### src/rtl/secure_rtc_pkg.sv
package secure_rtc_pkg;

    localparam int OFS_SEC   = 'h00;
    localparam int OFS_FRAC  = 'h04;
    localparam int OFS_ASEC  = 'h08;
    localparam int OFS_AFRAC = 'h0C;
    localparam int OFS_CTRL  = 'h10;
    localparam int OFS_STAT  = 'h14;
    localparam int OFS_IEN   = 'h18;
    localparam int OFS_GP    = 'h3C;

    localparam int BIT_BUSY = 10;
    localparam int BIT_NEXT = 9;
    localparam int BIT_DONE = 8;
    localparam int BIT_ERR  = 7;
    localparam int BIT_ALRM = 4;
    localparam int BIT_NVAL = 1;
    localparam int BIT_SVIO = 0;
    localparam int BIT_RUN  = 3;

    localparam logic [31:0] IEN_MASK = 32'h0000_0391;
    localparam logic [31:0] W1C_MASK = 32'h0000_0093;

    typedef enum logic [1:0] {
        WS_IDLE,
        WS_WAIT_TICK,
        WS_LAND
    } wsync_state_t;

    function automatic logic is_mapped(input logic [7:0] a);
        return (a == 8'(OFS_SEC))  || (a == 8'(OFS_FRAC)) ||
               (a == 8'(OFS_ASEC)) || (a == 8'(OFS_AFRAC)) ||
               (a == 8'(OFS_CTRL)) || (a == 8'(OFS_STAT)) ||
               (a == 8'(OFS_GP));
    endfunction

endpackage

### src/rtl/rtc_wr_sync.sv
module rtc_wr_sync
    import secure_rtc_pkg::*;
#(
    parameter int ADDR_W = 8,
    parameter int DATA_W = 32
) (
    input  logic              clk,
    input  logic              rst_n,
    input  logic              lp_tick,
    input  logic              req_valid,
    input  logic [ADDR_W-1:0] req_addr,
    input  logic [DATA_W-1:0] req_data,
    output logic              busy,
    output logic              collide,
    output logic              land_valid,
    output logic [ADDR_W-1:0] land_addr,
    output logic [DATA_W-1:0] land_data
);

    wsync_state_t state_q, state_d;
    logic [ADDR_W-1:0] hold_addr_q;
    logic [DATA_W-1:0] hold_data_q;

    always_ff @(posedge clk or negedge rst_n) begin
        if (!rst_n) state_q <= WS_IDLE;
        else        state_q <= state_d;
    end

    always_ff @(posedge clk or negedge rst_n) begin
        if (!rst_n) begin
            hold_addr_q <= '0;
            hold_data_q <= '0;
        end else if (req_valid && state_q == WS_IDLE) begin
            hold_addr_q <= req_addr;
            hold_data_q <= req_data;
        end
    end

    always_comb begin
        state_d = state_q;
        unique case (state_q)
            WS_IDLE:      if (req_valid) state_d = WS_WAIT_TICK;
            WS_WAIT_TICK: if (lp_tick)   state_d = WS_LAND;
            WS_LAND:                     state_d = WS_IDLE;
            default:                     state_d = WS_IDLE;
        endcase
    end

    always_comb begin
        busy       = 1'b0;
        land_valid = 1'b0;
        unique case (state_q)
            WS_IDLE:      busy = 1'b0;
            WS_WAIT_TICK: busy = 1'b1;
            WS_LAND: begin
                busy       = 1'b1;
                land_valid = 1'b1;
            end
            default:      busy = 1'b0;
        endcase
        collide   = req_valid && busy;
        land_addr = hold_addr_q;
        land_data = hold_data_q;
    end

    assert_land_follows_tick_R2: assert property (@(posedge clk) disable iff (!rst_n)
        land_valid |-> $past(lp_tick));
    assert_busy_until_land_R2: assert property (@(posedge clk) disable iff (!rst_n)
        (busy && !land_valid) |=> busy);

endmodule

### src/rtl/rtc_time_core.sv
module rtc_time_core
    import secure_rtc_pkg::*;
#(
    parameter int ADDR_W = 8,
    parameter int DATA_W = 32,
    parameter int SEC_W  = 32,
    parameter int FRAC_W = 15
) (
    input  logic              clk,
    input  logic              rst_n,
    input  logic              lp_tick,
    input  logic              land_valid,
    input  logic [ADDR_W-1:0] land_addr,
    input  logic [DATA_W-1:0] land_data,
    output logic [SEC_W-1:0]  cnt_sec,
    output logic [FRAC_W-1:0] cnt_frac,
    output logic [SEC_W-1:0]  alm_sec,
    output logic [FRAC_W-1:0] alm_frac,
    output logic              run_en,
    output logic [DATA_W-1:0] gp_word,
    output logic              alarm_hit
);

    localparam int CNT_W = SEC_W + FRAC_W;

    logic [CNT_W-1:0]  cnt_q, alm_q, cnt_inc;
    logic              run_q, seen_q;
    logic [DATA_W-1:0] gp_q;
    logic              land_time, step;

    assign land_time = land_valid &&
                       (land_addr == ADDR_W'(OFS_SEC) || land_addr == ADDR_W'(OFS_FRAC));
    assign step      = lp_tick && run_q && seen_q && !land_time;
    assign cnt_inc   = cnt_q + CNT_W'(1);
    assign alarm_hit = step && (cnt_inc == alm_q);

    always_ff @(posedge clk or negedge rst_n) begin
        if (!rst_n) begin
            cnt_q  <= '0;
            alm_q  <= {{SEC_W{1'b1}}, {FRAC_W{1'b0}}};
            run_q  <= 1'b0;
            seen_q <= 1'b0;
            gp_q   <= '0;
        end else begin
            if (land_time) begin
                if (land_addr == ADDR_W'(OFS_SEC)) begin
                    cnt_q[CNT_W-1:FRAC_W] <= land_data[SEC_W-1:0];
                    seen_q                <= 1'b1;
                end else begin
                    cnt_q[FRAC_W-1:0] <= land_data[FRAC_W-1:0];
                end
            end else if (step) begin
                cnt_q <= cnt_inc;
            end
            if (land_valid) begin
                if (land_addr == ADDR_W'(OFS_ASEC))  alm_q[CNT_W-1:FRAC_W] <= land_data[SEC_W-1:0];
                if (land_addr == ADDR_W'(OFS_AFRAC)) alm_q[FRAC_W-1:0]     <= land_data[FRAC_W-1:0];
                if (land_addr == ADDR_W'(OFS_CTRL))  run_q                 <= land_data[BIT_RUN];
                if (land_addr == ADDR_W'(OFS_GP))    gp_q                  <= land_data;
            end
        end
    end

    assign cnt_sec  = cnt_q[CNT_W-1:FRAC_W];
    assign cnt_frac = cnt_q[FRAC_W-1:0];
    assign alm_sec  = alm_q[CNT_W-1:FRAC_W];
    assign alm_frac = alm_q[FRAC_W-1:0];
    assign run_en   = run_q;
    assign gp_word  = gp_q;

    assert_hold_when_stopped_R9: assert property (@(posedge clk) disable iff (!rst_n)
        ((!run_q || !seen_q) && !land_valid) |=> $stable(cnt_q));
    assert_step_by_one_R8: assert property (@(posedge clk) disable iff (!rst_n)
        (lp_tick && run_q && seen_q && !land_valid) |=> cnt_q == $past(cnt_q) + CNT_W'(1));
    assert_alarm_on_match_R10: assert property (@(posedge clk) disable iff (!rst_n)
        (alarm_hit && !land_valid) |=> cnt_q == alm_q);

endmodule

### src/rtl/rtc_flags.sv
module rtc_flags
    import secure_rtc_pkg::*;
#(
    parameter int ADDR_W = 8,
    parameter int DATA_W = 32
) (
    input  logic              clk,
    input  logic              rst_n,
    input  logic              ien_we,
    input  logic [DATA_W-1:0] ien_wdata,
    input  logic              stat_rd,
    input  logic              land_valid,
    input  logic [ADDR_W-1:0] land_addr,
    input  logic [DATA_W-1:0] land_data,
    input  logic              collide,
    input  logic              alarm_hit,
    input  logic              busy,
    output logic [DATA_W-1:0] status,
    output logic [DATA_W-1:0] ien,
    output logic              irq
);

    logic done_q, err_q, alrm_q, nval_q, svio_q;
    logic [DATA_W-1:0] ien_q, clr;
    logic land_stat, land_ok, land_bad;

    assign land_stat = land_valid && (land_addr == ADDR_W'(OFS_STAT));
    assign land_ok   = land_valid && is_mapped(8'(land_addr));
    assign land_bad  = land_valid && !is_mapped(8'(land_addr));
    assign clr       = land_stat ? (land_data & DATA_W'(W1C_MASK)) : '0;

    always_ff @(posedge clk or negedge rst_n) begin
        if (!rst_n) begin
            done_q <= 1'b0;
            err_q  <= 1'b0;
            alrm_q <= 1'b0;
            nval_q <= 1'b1;
            svio_q <= 1'b1;
            ien_q  <= '0;
        end else begin
            if (land_ok)      done_q <= 1'b1;
            else if (stat_rd) done_q <= 1'b0;
            if (collide || land_bad) err_q <= 1'b1;
            else if (clr[BIT_ERR])   err_q <= 1'b0;
            if (alarm_hit)           alrm_q <= 1'b1;
            else if (clr[BIT_ALRM])  alrm_q <= 1'b0;
            if (clr[BIT_NVAL]) nval_q <= 1'b0;
            if (clr[BIT_SVIO]) svio_q <= 1'b0;
            if (ien_we) ien_q <= ien_wdata & DATA_W'(IEN_MASK);
        end
    end

    always_comb begin
        status           = '0;
        status[BIT_BUSY] = busy;
        status[BIT_NEXT] = !busy;
        status[BIT_DONE] = done_q;
        status[BIT_ERR]  = err_q;
        status[BIT_ALRM] = alrm_q;
        status[BIT_NVAL] = nval_q;
        status[BIT_SVIO] = svio_q;
    end

    assign ien = ien_q;
    assign irq = |(status & ien_q);

    assert_done_needs_landing_R2: assert property (@(posedge clk) disable iff (!rst_n)
        $rose(done_q) |-> $past(land_valid));
    assert_read_clears_done_R3: assert property (@(posedge clk) disable iff (!rst_n)
        (stat_rd && !land_valid) |=> !done_q);
    assert_err_after_collide_R5: assert property (@(posedge clk) disable iff (!rst_n)
        collide |=> err_q);
    assert_no_revalidate_R7: assert property (@(posedge clk) disable iff (!rst_n)
        !$rose(nval_q) && !$rose(svio_q));

endmodule

### src/rtl/secure_rtc.sv
module secure_rtc
    import secure_rtc_pkg::*;
#(
    parameter int ADDR_W = 8,
    parameter int DATA_W = 32,
    parameter int SEC_W  = 32,
    parameter int FRAC_W = 15
) (
    input  logic              clk,
    input  logic              rst_n,
    input  logic              lp_tick,
    input  logic              bus_wr,
    input  logic              bus_rd,
    input  logic [ADDR_W-1:0] bus_addr,
    input  logic [DATA_W-1:0] bus_wdata,
    output logic [DATA_W-1:0] bus_rdata,
    output logic              irq
);

    logic              is_ien, ien_we, req_valid, stat_rd;
    logic              busy, collide, land_valid, run_en, alarm_hit;
    logic [ADDR_W-1:0] land_addr;
    logic [DATA_W-1:0] land_data, status, ien, gp_word;
    logic [SEC_W-1:0]  cnt_sec, alm_sec;
    logic [FRAC_W-1:0] cnt_frac, alm_frac;
    logic [DATA_W-1:0] rd_mux, rdata_q;

    assign is_ien    = (bus_addr == ADDR_W'(OFS_IEN));
    assign ien_we    = bus_wr && is_ien;
    assign req_valid = bus_wr && !is_ien;
    assign stat_rd   = bus_rd && (bus_addr == ADDR_W'(OFS_STAT));

    rtc_wr_sync #(.ADDR_W(ADDR_W), .DATA_W(DATA_W)) u_wr_sync (
        .clk(clk), .rst_n(rst_n), .lp_tick(lp_tick),
        .req_valid(req_valid), .req_addr(bus_addr), .req_data(bus_wdata),
        .busy(busy), .collide(collide),
        .land_valid(land_valid), .land_addr(land_addr), .land_data(land_data)
    );

    rtc_time_core #(.ADDR_W(ADDR_W), .DATA_W(DATA_W), .SEC_W(SEC_W), .FRAC_W(FRAC_W)) u_time (
        .clk(clk), .rst_n(rst_n), .lp_tick(lp_tick),
        .land_valid(land_valid), .land_addr(land_addr), .land_data(land_data),
        .cnt_sec(cnt_sec), .cnt_frac(cnt_frac), .alm_sec(alm_sec), .alm_frac(alm_frac),
        .run_en(run_en), .gp_word(gp_word), .alarm_hit(alarm_hit)
    );

    rtc_flags #(.ADDR_W(ADDR_W), .DATA_W(DATA_W)) u_flags (
        .clk(clk), .rst_n(rst_n),
        .ien_we(ien_we), .ien_wdata(bus_wdata), .stat_rd(stat_rd),
        .land_valid(land_valid), .land_addr(land_addr), .land_data(land_data),
        .collide(collide), .alarm_hit(alarm_hit), .busy(busy),
        .status(status), .ien(ien), .irq(irq)
    );

    always_comb begin
        rd_mux = '0;
        if      (bus_addr == ADDR_W'(OFS_SEC))   rd_mux = DATA_W'(cnt_sec);
        else if (bus_addr == ADDR_W'(OFS_FRAC))  rd_mux = DATA_W'(cnt_frac);
        else if (bus_addr == ADDR_W'(OFS_ASEC))  rd_mux = DATA_W'(alm_sec);
        else if (bus_addr == ADDR_W'(OFS_AFRAC)) rd_mux = DATA_W'(alm_frac);
        else if (bus_addr == ADDR_W'(OFS_CTRL))  rd_mux[BIT_RUN] = run_en;
        else if (bus_addr == ADDR_W'(OFS_STAT))  rd_mux = status;
        else if (bus_addr == ADDR_W'(OFS_IEN))   rd_mux = ien;
        else if (bus_addr == ADDR_W'(OFS_GP))    rd_mux = gp_word;
    end

    always_ff @(posedge clk or negedge rst_n) begin
        if (!rst_n)      rdata_q <= '0;
        else if (bus_rd) rdata_q <= rd_mux;
    end

    assign bus_rdata = rdata_q;

    assert_rdata_holds_R12: assert property (@(posedge clk) disable iff (!rst_n)
        !bus_rd |=> $stable(bus_rdata));

endmodule

### config.mk
export PLATFORM = sky130hd
export DESIGN_NAME = secure_rtc
export DESIGN_NICKNAME = d
export VERILOG_FILES = /design/src/rtl/secure_rtc_pkg.sv /design/src/rtl/rtc_wr_sync.sv /design/src/rtl/rtc_time_core.sv /design/src/rtl/rtc_flags.sv /design/src/rtl/secure_rtc.sv
export SDC_FILE = /design/constraint.sdc
export NUM_CORES = 1
export LEC_CHECK = 0
export CORE_UTILIZATION = 40
export CTS_BUF_LIST = sky130_fd_sc_hd__clkbuf_2
export DETAILED_ROUTE_END_ITERATION = 7
export DONT_BUFFER_PORTS = 1
export GPL_ROUTABILITY_DRIVEN = 0
export PLACE_DENSITY = 0.64
export SLEW_MARGIN = 20
export SYNTH_ARGS = -nofsm -noshare
export SYNTH_HDL_FRONTEND = slang
export SYNTH_SLANG_ARGS = --single-unit
### constraint.sdc
create_clock -name clk -period 7.9 [get_ports clk]
set_input_delay 0.395 -clock clk [delete_from_list [all_inputs] [get_ports clk]]
set_output_delay 0.395 -clock clk [all_outputs]
set_load 0.1 [all_outputs]
Yosys cells after proc, flatten, opt, wreduce, memory -nomap -nowiden
Index checks and enable logic that the tools add are counted.
W data, S select, Z words.
{"block": "word_totals", "ff_bits": 212, "out_inout_bits": 33}
{"block": "classes", "add_sub_neg": 1, "eq_ne": 20, "mux": 26, "n_bitwise": 1, "n_reduce_logical": 41}
{"op": "$mux W32", "count": 8}
{"op": "$mux W47", "count": 2}
{"op": "$add A47 B1 Y47 const B", "count": 1}
{"op": "$eq A47 B47 Y1", "count": 1}
{"op": "$eq A8 B5 Y1 const B", "count": 5}
{"op": "$eq A8 B4 Y1 const B", "count": 4}
{"op": "$reduce_or A32 Y1", "count": 1}
{"op": "$mux W28", "count": 1}
{"op": "$eq A8 B3 Y1 const B", "count": 2}
{"op": "$eq A8 B6 Y1 const B", "count": 2}
{"op": "$logic_not A8 Y1", "count": 2}
{"op": "$reduce_and A2 Y1", "count": 8}
{"op": "$mux W15", "count": 1}
{"op": "$logic_and A1 B1 Y1", "count": 13}
{"op": "$and A11 B10 Y11", "count": 1}
{"op": "$mux W1", "count": 9}
{"op": "$mux W8", "count": 1}
{"op": "$reduce_bool A2 Y1", "count": 4}
{"op": "$logic_or A1 B1 Y1", "count": 7}
{"op": "$logic_not A1 Y1", "count": 4}
{"op": "$mux W2", "count": 2}
{"op": "$ne A2 B1 Y1 const B", "count": 2}
{"op": "$ne A2 B2 Y1 const B", "count": 2}
{"op": "$pmux W2 S2", "count": 1}
{"op": "other kinds (5)", "count": 5}

Longest topological paths before layout
{"block": "logic_depth", "ltp_word": 11, "depth_mapped": 12}

By module
A second synthesis with hierarchy kept.
{"block": "hier_totals", "hier_cells": 1356, "area_unflattened_um2": 13379.1}
{"module": "rtc_time_core", "instances": 1, "cells_each": 783, "area_each_um2": 7663.6, "seq_area_each_um2": 3243.1}
{"module": "secure_rtc", "instances": 1, "cells_each": 377, "area_each_um2": 3165.5, "seq_area_each_um2": 800.8}
{"module": "rtc_wr_sync", "instances": 1, "cells_each": 100, "area_each_um2": 1659.1, "seq_area_each_um2": 1051.0}
{"module": "rtc_flags", "instances": 1, "cells_each": 96, "area_each_um2": 890.9, "seq_area_each_um2": 252.7}

Worst setup path before layout
OpenSTA, ideal clock, no wires.
{"block": "synth_timing", "path_type": "register to register", "from": "register u_wr_sync.hold_addr_q[7] (netlist: u_wr_sync.land_addr[7])", "to": "register u_time.cnt_q[21]", "setup_time_ns": 0.126, "arrival_ns": 2.453, "t_required_ns": 7.774, "slack_ns": 5.321, "path_stages_with_launch": 11, "n_path_buf": 4, "path_cell_list": "dfrtp_1 or4_1 or3_1 or3_1 clkbuf_1 nor2_1 or2_1 buf_2 buf_6 buf_2 a21oi_1"}
{"block": "synth_via", "elab_chain_len": 7, "word_cells_on_any_way": 10, "classes_between": "eq/ne (2); mux (1); reduce/logical (7)"}
{"item": "start, declared", "line": "rtc_wr_sync.sv:21", "source": "logic [ADDR_W-1:0] hold_addr_q;"}
{"item": "start signal, assigned", "line": "rtc_wr_sync.sv:34", "source": "hold_addr_q <= req_addr;"}
{"item": "$eq A8 B3 Y1 / $logic_not A8 Y1 (equally long branches)", "line": "rtc_time_core.sv:32, rtc_time_core.sv:46"}
{"item": "$logic_or A1 B1 Y1", "line": "rtc_time_core.sv:32", "source": "(land_addr == ADDR_W'(OFS_SEC) || land_addr == ADDR_W'(OFS_FRAC));"}
{"item": "$logic_and A1 B1 Y1", "line": "rtc_time_core.sv:31", "source": "assign land_time = land_valid &&"}
{"item": "$logic_not A1 Y1", "line": "rtc_time_core.sv:33", "source": "assign step = lp_tick && run_q && seen_q && !land_time;"}
{"item": "$logic_and A1 B1 Y1", "line": "rtc_time_core.sv:33"}
{"item": "$reduce_bool A2 Y1 (no line)"}
{"item": "$reduce_and A2 Y1 (no line)"}
{"item": "end signal, assigned by index", "line": "rtc_time_core.sv:47", "source": "cnt_q[CNT_W-1:FRAC_W] <= land_data[SEC_W-1:0];"}
{"item": "end signal, assigned by index", "line": "rtc_time_core.sv:50", "source": "cnt_q[FRAC_W-1:0] <= land_data[FRAC_W-1:0];"}
{"item": "end signal, assigned", "line": "rtc_time_core.sv:53", "source": "cnt_q <= cnt_inc;"}
{"item": "end, declared", "line": "rtc_time_core.sv:26", "source": "logic [CNT_W-1:0] cnt_q, alm_q, cnt_inc;"}
Parallel ways exist; a longest one is shown, timed or not.
A chain may end at the register's enable or synchronous reset.

Final worst setup path
{"block": "layout_timing", "from": "register u_wr_sync.hold_addr_q[7] (netlist: u_wr_sync.land_addr[7])", "to": "register u_time.cnt_q[11]"}
The elaborated chain is that of the path after synthesis.

==> flow_summary.yaml <==
logic_synthesis:
  netlist_instances: 1127
  syn_nets: 1178
  synthMuxAreaShare: 0.136
  avgSynthCellArea_um2: 10.1
  synth_warnings: 0
  synth_fa_ha_area_frac: 0.00658
  synth-edff-count: 0
  synthXorXnorAreaFrac: 0.0553
  synthSimpleGateAreaFrac: 0.147
  ys_top_cells_by_area: "dfrtp_1 39%, mux2_2 13%, dfstp_2 7.8%"
  synth-compound-area-share: 0.149
  synth_area_um2: 11400
  synth_top_family_by_area: "compound AO/OA/AOI/OAI gates"
  async_reset_ff_frac: 1.00
  yosys.area.top_type: "dfrtp_1"
  synth_top_area_share: 0.390
  ys_types: 67
  seq_area_frac_synth: 0.469
  synth_ff_type: "dfrtp_1"
  yosys_register_bits: 212
clock_network:
  cts.repair_timing.setup_buffer_count: 0
  clock_sinks: 212
  cts_buffers: 56
  clk_pin_slew_ns: 0.10
  ctsHoldBuffers: 48
  clk_latency_ns: 0.88
  root_buffer: "clkbuf_2"
  h-tree-depth: 2
  cts_buffer_depth: 3
  cts_resized: 0
  cts_tree: "yes"
worst_setup_path:
  crit_path_start_kind: "flip-flop"
  cp_data_required_time_ns: 8.56
  worstPathArrival_ns: 4.28
  cp_common_cell: "a21oi_1"
  worstSetupEndpointType: "flip-flop"
  cp_slowest_cell: "nor3_2"
  max_stage_delay_ns: 0.82
  reg2reg_slack_ns: 4.27
  cp_cell_sequence: "or4_1, or3_1, nor3_2, nor2_1, a21o_1, a21oi_1, a21oi_1"
  cp_max_fo: 25
  critPathKind: "flip-flop to flip-flop"
pwr:
  total_power_w: 0.00291
  p_leak_nw: 5.49
  p_int_w: 0.00185
  switching_share: 0.365
  p_seq_frac: 0.560
  power.density_nw_per_um2: 229
  power_switching_w: 0.00106
  pwr-share-comb: 0.181
  peakVddDrop_mv: 0.147
  clkPwrFrac: 0.259
drt:
  ant_nets: 0
  wl_um: 32600
  drtIter0Drc: 997
  via_count: 9306
  drc_errors: 0
  dr.pass1.iters: 6
  via_per_inst: 5.86
  wl_per_cell_um: 20.5
sta:
  hold_viol_final: 0
  rsz0062_at_grt: "no"
  whs_ns: 0.0797
  clock_skew_ns: 0.0966
  finalCritPeriodShare: 0.459
  maxSlewViolCount: 0
  setup_viol: 0
  slew_headroom: 0.294
  fin_tns_setup_ns: 0
  tightest_slew_ns: 1.05
  max_freq_ghz: 0.276
  fin_ws_ns: 4.27
  post-route-min-period_ns: 3.63
cells_and_area:
  fillCellCount: 2701
  final_common_cell: "dfrtp_1"
  final_nets: 1211
  most-common-layout-cells: "178 x dfrtp_1, 130 x mux2_2, 120 x a21oi_1, 100 x nand2_1, 74 x clkbuf_2"
  area_delta_synth_final_pct: 11.2
  drive_gt1_frac: 0.236
status:
  outcome: "finished, final reports clean"
die:
  start_util: 0.408
  die_y_um: 171
  num_io_pins: 78
  die_area_um2: 29200
  die_width_um: 171
  row_count: 61
  core_area_um2: 27900
grt:
  antenna_found_initial: 1
  grt_pass1_vias: 9275
  grt_pass1_wl_um: 52300
  overflow: 0
  grt_max_degree: 213
  track_usage: 0.230
placement:
  hpwl_um: 21200
  preCtsSetupSlack_ns: 4.11
  port-buffer-count: 0
run:
  cap_violations: 0
hold_path:
  hold_class: "input port to flip-flop"
final cells by class:
type                    count  area, um2  area share
repair buffers             59        626      0.0493
flip-flops and latches    212       5350       0.422
diodes                      1       2.50    0.000197
clock buffers              74        370      0.0292
clock inverters            32        138      0.0109
multi-input cells         819       5680       0.448
inverters                  12       45.0     0.00355
well taps                 378        473      0.0373
cells in the mapped netlist (3+ instances only):
cell type,count
a211oi_1,6
a21oi_1,120
a222oi_1,28
a22oi_1,9
a31oi_1,10
and2_1,9
and3_1,12
and4_1,10
buf_1,8
buf_2,20
buf_4,6
clkbuf_1,48
dfrtp_1,178
dfstp_2,34
ha_1,6
inv_1,12
mux2_2,130
mux2i_1,9
nand2_1,100
nand2b_1,3
nand3_1,43
nand4_1,23
nor2_1,66
nor2b_1,11
nor3_1,15
nor3b_1,3
nor4_1,5
o2111ai_1,3
o211ai_1,4
o21a_1,3
o21ai_0,40
o21ai_1,3
o22a_1,5
o22ai_1,22
o31ai_1,4
or3_1,4
or4_1,4
xnor2_1,53
xor2_1,19
flip-flops by register name (all words and copies together), names as in the netlist:
| register | cells |
|---|---|
| u_flags.svio_q | 1 |
| u_flags.nval_q | 1 |
| bus_rdata | 32 |
| u_time.run_en | 1 |
| u_wr_sync.land_addr | 8 |
| u_time.seen_q | 1 |
| u_wr_sync.land_data | 32 |
| u_time.alm_q | 47 |
| u_time.gp_word | 32 |
| u_flags.ien | 5 |
| u_flags.err_q | 1 |
| u_flags.alrm_q | 1 |
| u_flags.done_q | 1 |
| u_time.cnt_q | 47 |
| u_wr_sync.state_q | 2 |
cell families after synthesis:
| family | count (synthesis) |
|---|---|
| buf+inv | 96 |
| flops | 212 |
| mux | 139 |
| fa+ha+maj | 6 |
| simple gates | 329 |
| compound gates | 273 |
| xor+xnor | 72 |
metrics by stage:
stage          instance area (um2)  utilization  instances
3_5_place_dp                 11600        0.416       1430
3_3_place_gp                 11600        0.416       1430
4_1_cts                      12600        0.452       1584
6_report                     12700        0.454       1587
5_1_grt                      12700        0.454       1587
2_1_floorplan                11400            -       1127
path summary, 6_finish.rpt:
kind / from / endpoint / cells after the start
min: bus_addr[2] / bus_rdata[10] / 5
min in group asynchronous: rst_n / u_time.cnt_q[10] / 2
min reg2reg: u_time.seen_q / u_time.seen_q / 1
max in group asynchronous: rst_n / u_time.alm_q[42] / 3
max reg2reg: u_wr_sync.land_addr[7] / u_time.cnt_q[11] / 7
max: u_wr_sync.land_addr[7] / u_time.cnt_q[11] / 7
power groups by stage:
| stage | Sequential [W] | Clock, W | Combinational, W |
|---|---|---|---|
| floorplan | 0.00153 | 0 | 0.000404 |
| global placement | 0.00164 | 0 | 0.000465 |
| detailed placement | 0.00164 | 0 | 0.000474 |
| CTS | 0.00162 | 0.000781 | 0.000530 |
| global route | 0.00166 | 0.000836 | 0.000580 |
| finish | 0.00163 | 0.000754 | 0.000528 |
metal layers:
| metal | wire [um] | share of wire | GRT usage |
|---|---|---|---|
| met2 | 14900 | 0.46 | 0.358 |
| met1 | 14400 | 0.44 | 0.320 |
| met5 | 0 | 0 | 0 |
| met3 | 2280 | 0.070 | 0.0430 |
| met4 | 1020 | 0.031 | 0.0823 |
critical path, delay by kind of cell (launching register included):
family | cells | cell delay, ns
compound gates | 3 | 0.88
flops | 1 | 0.39
simple gates | 4 | 2.13
Note: power is estimated with default switching activity, not from simulation.
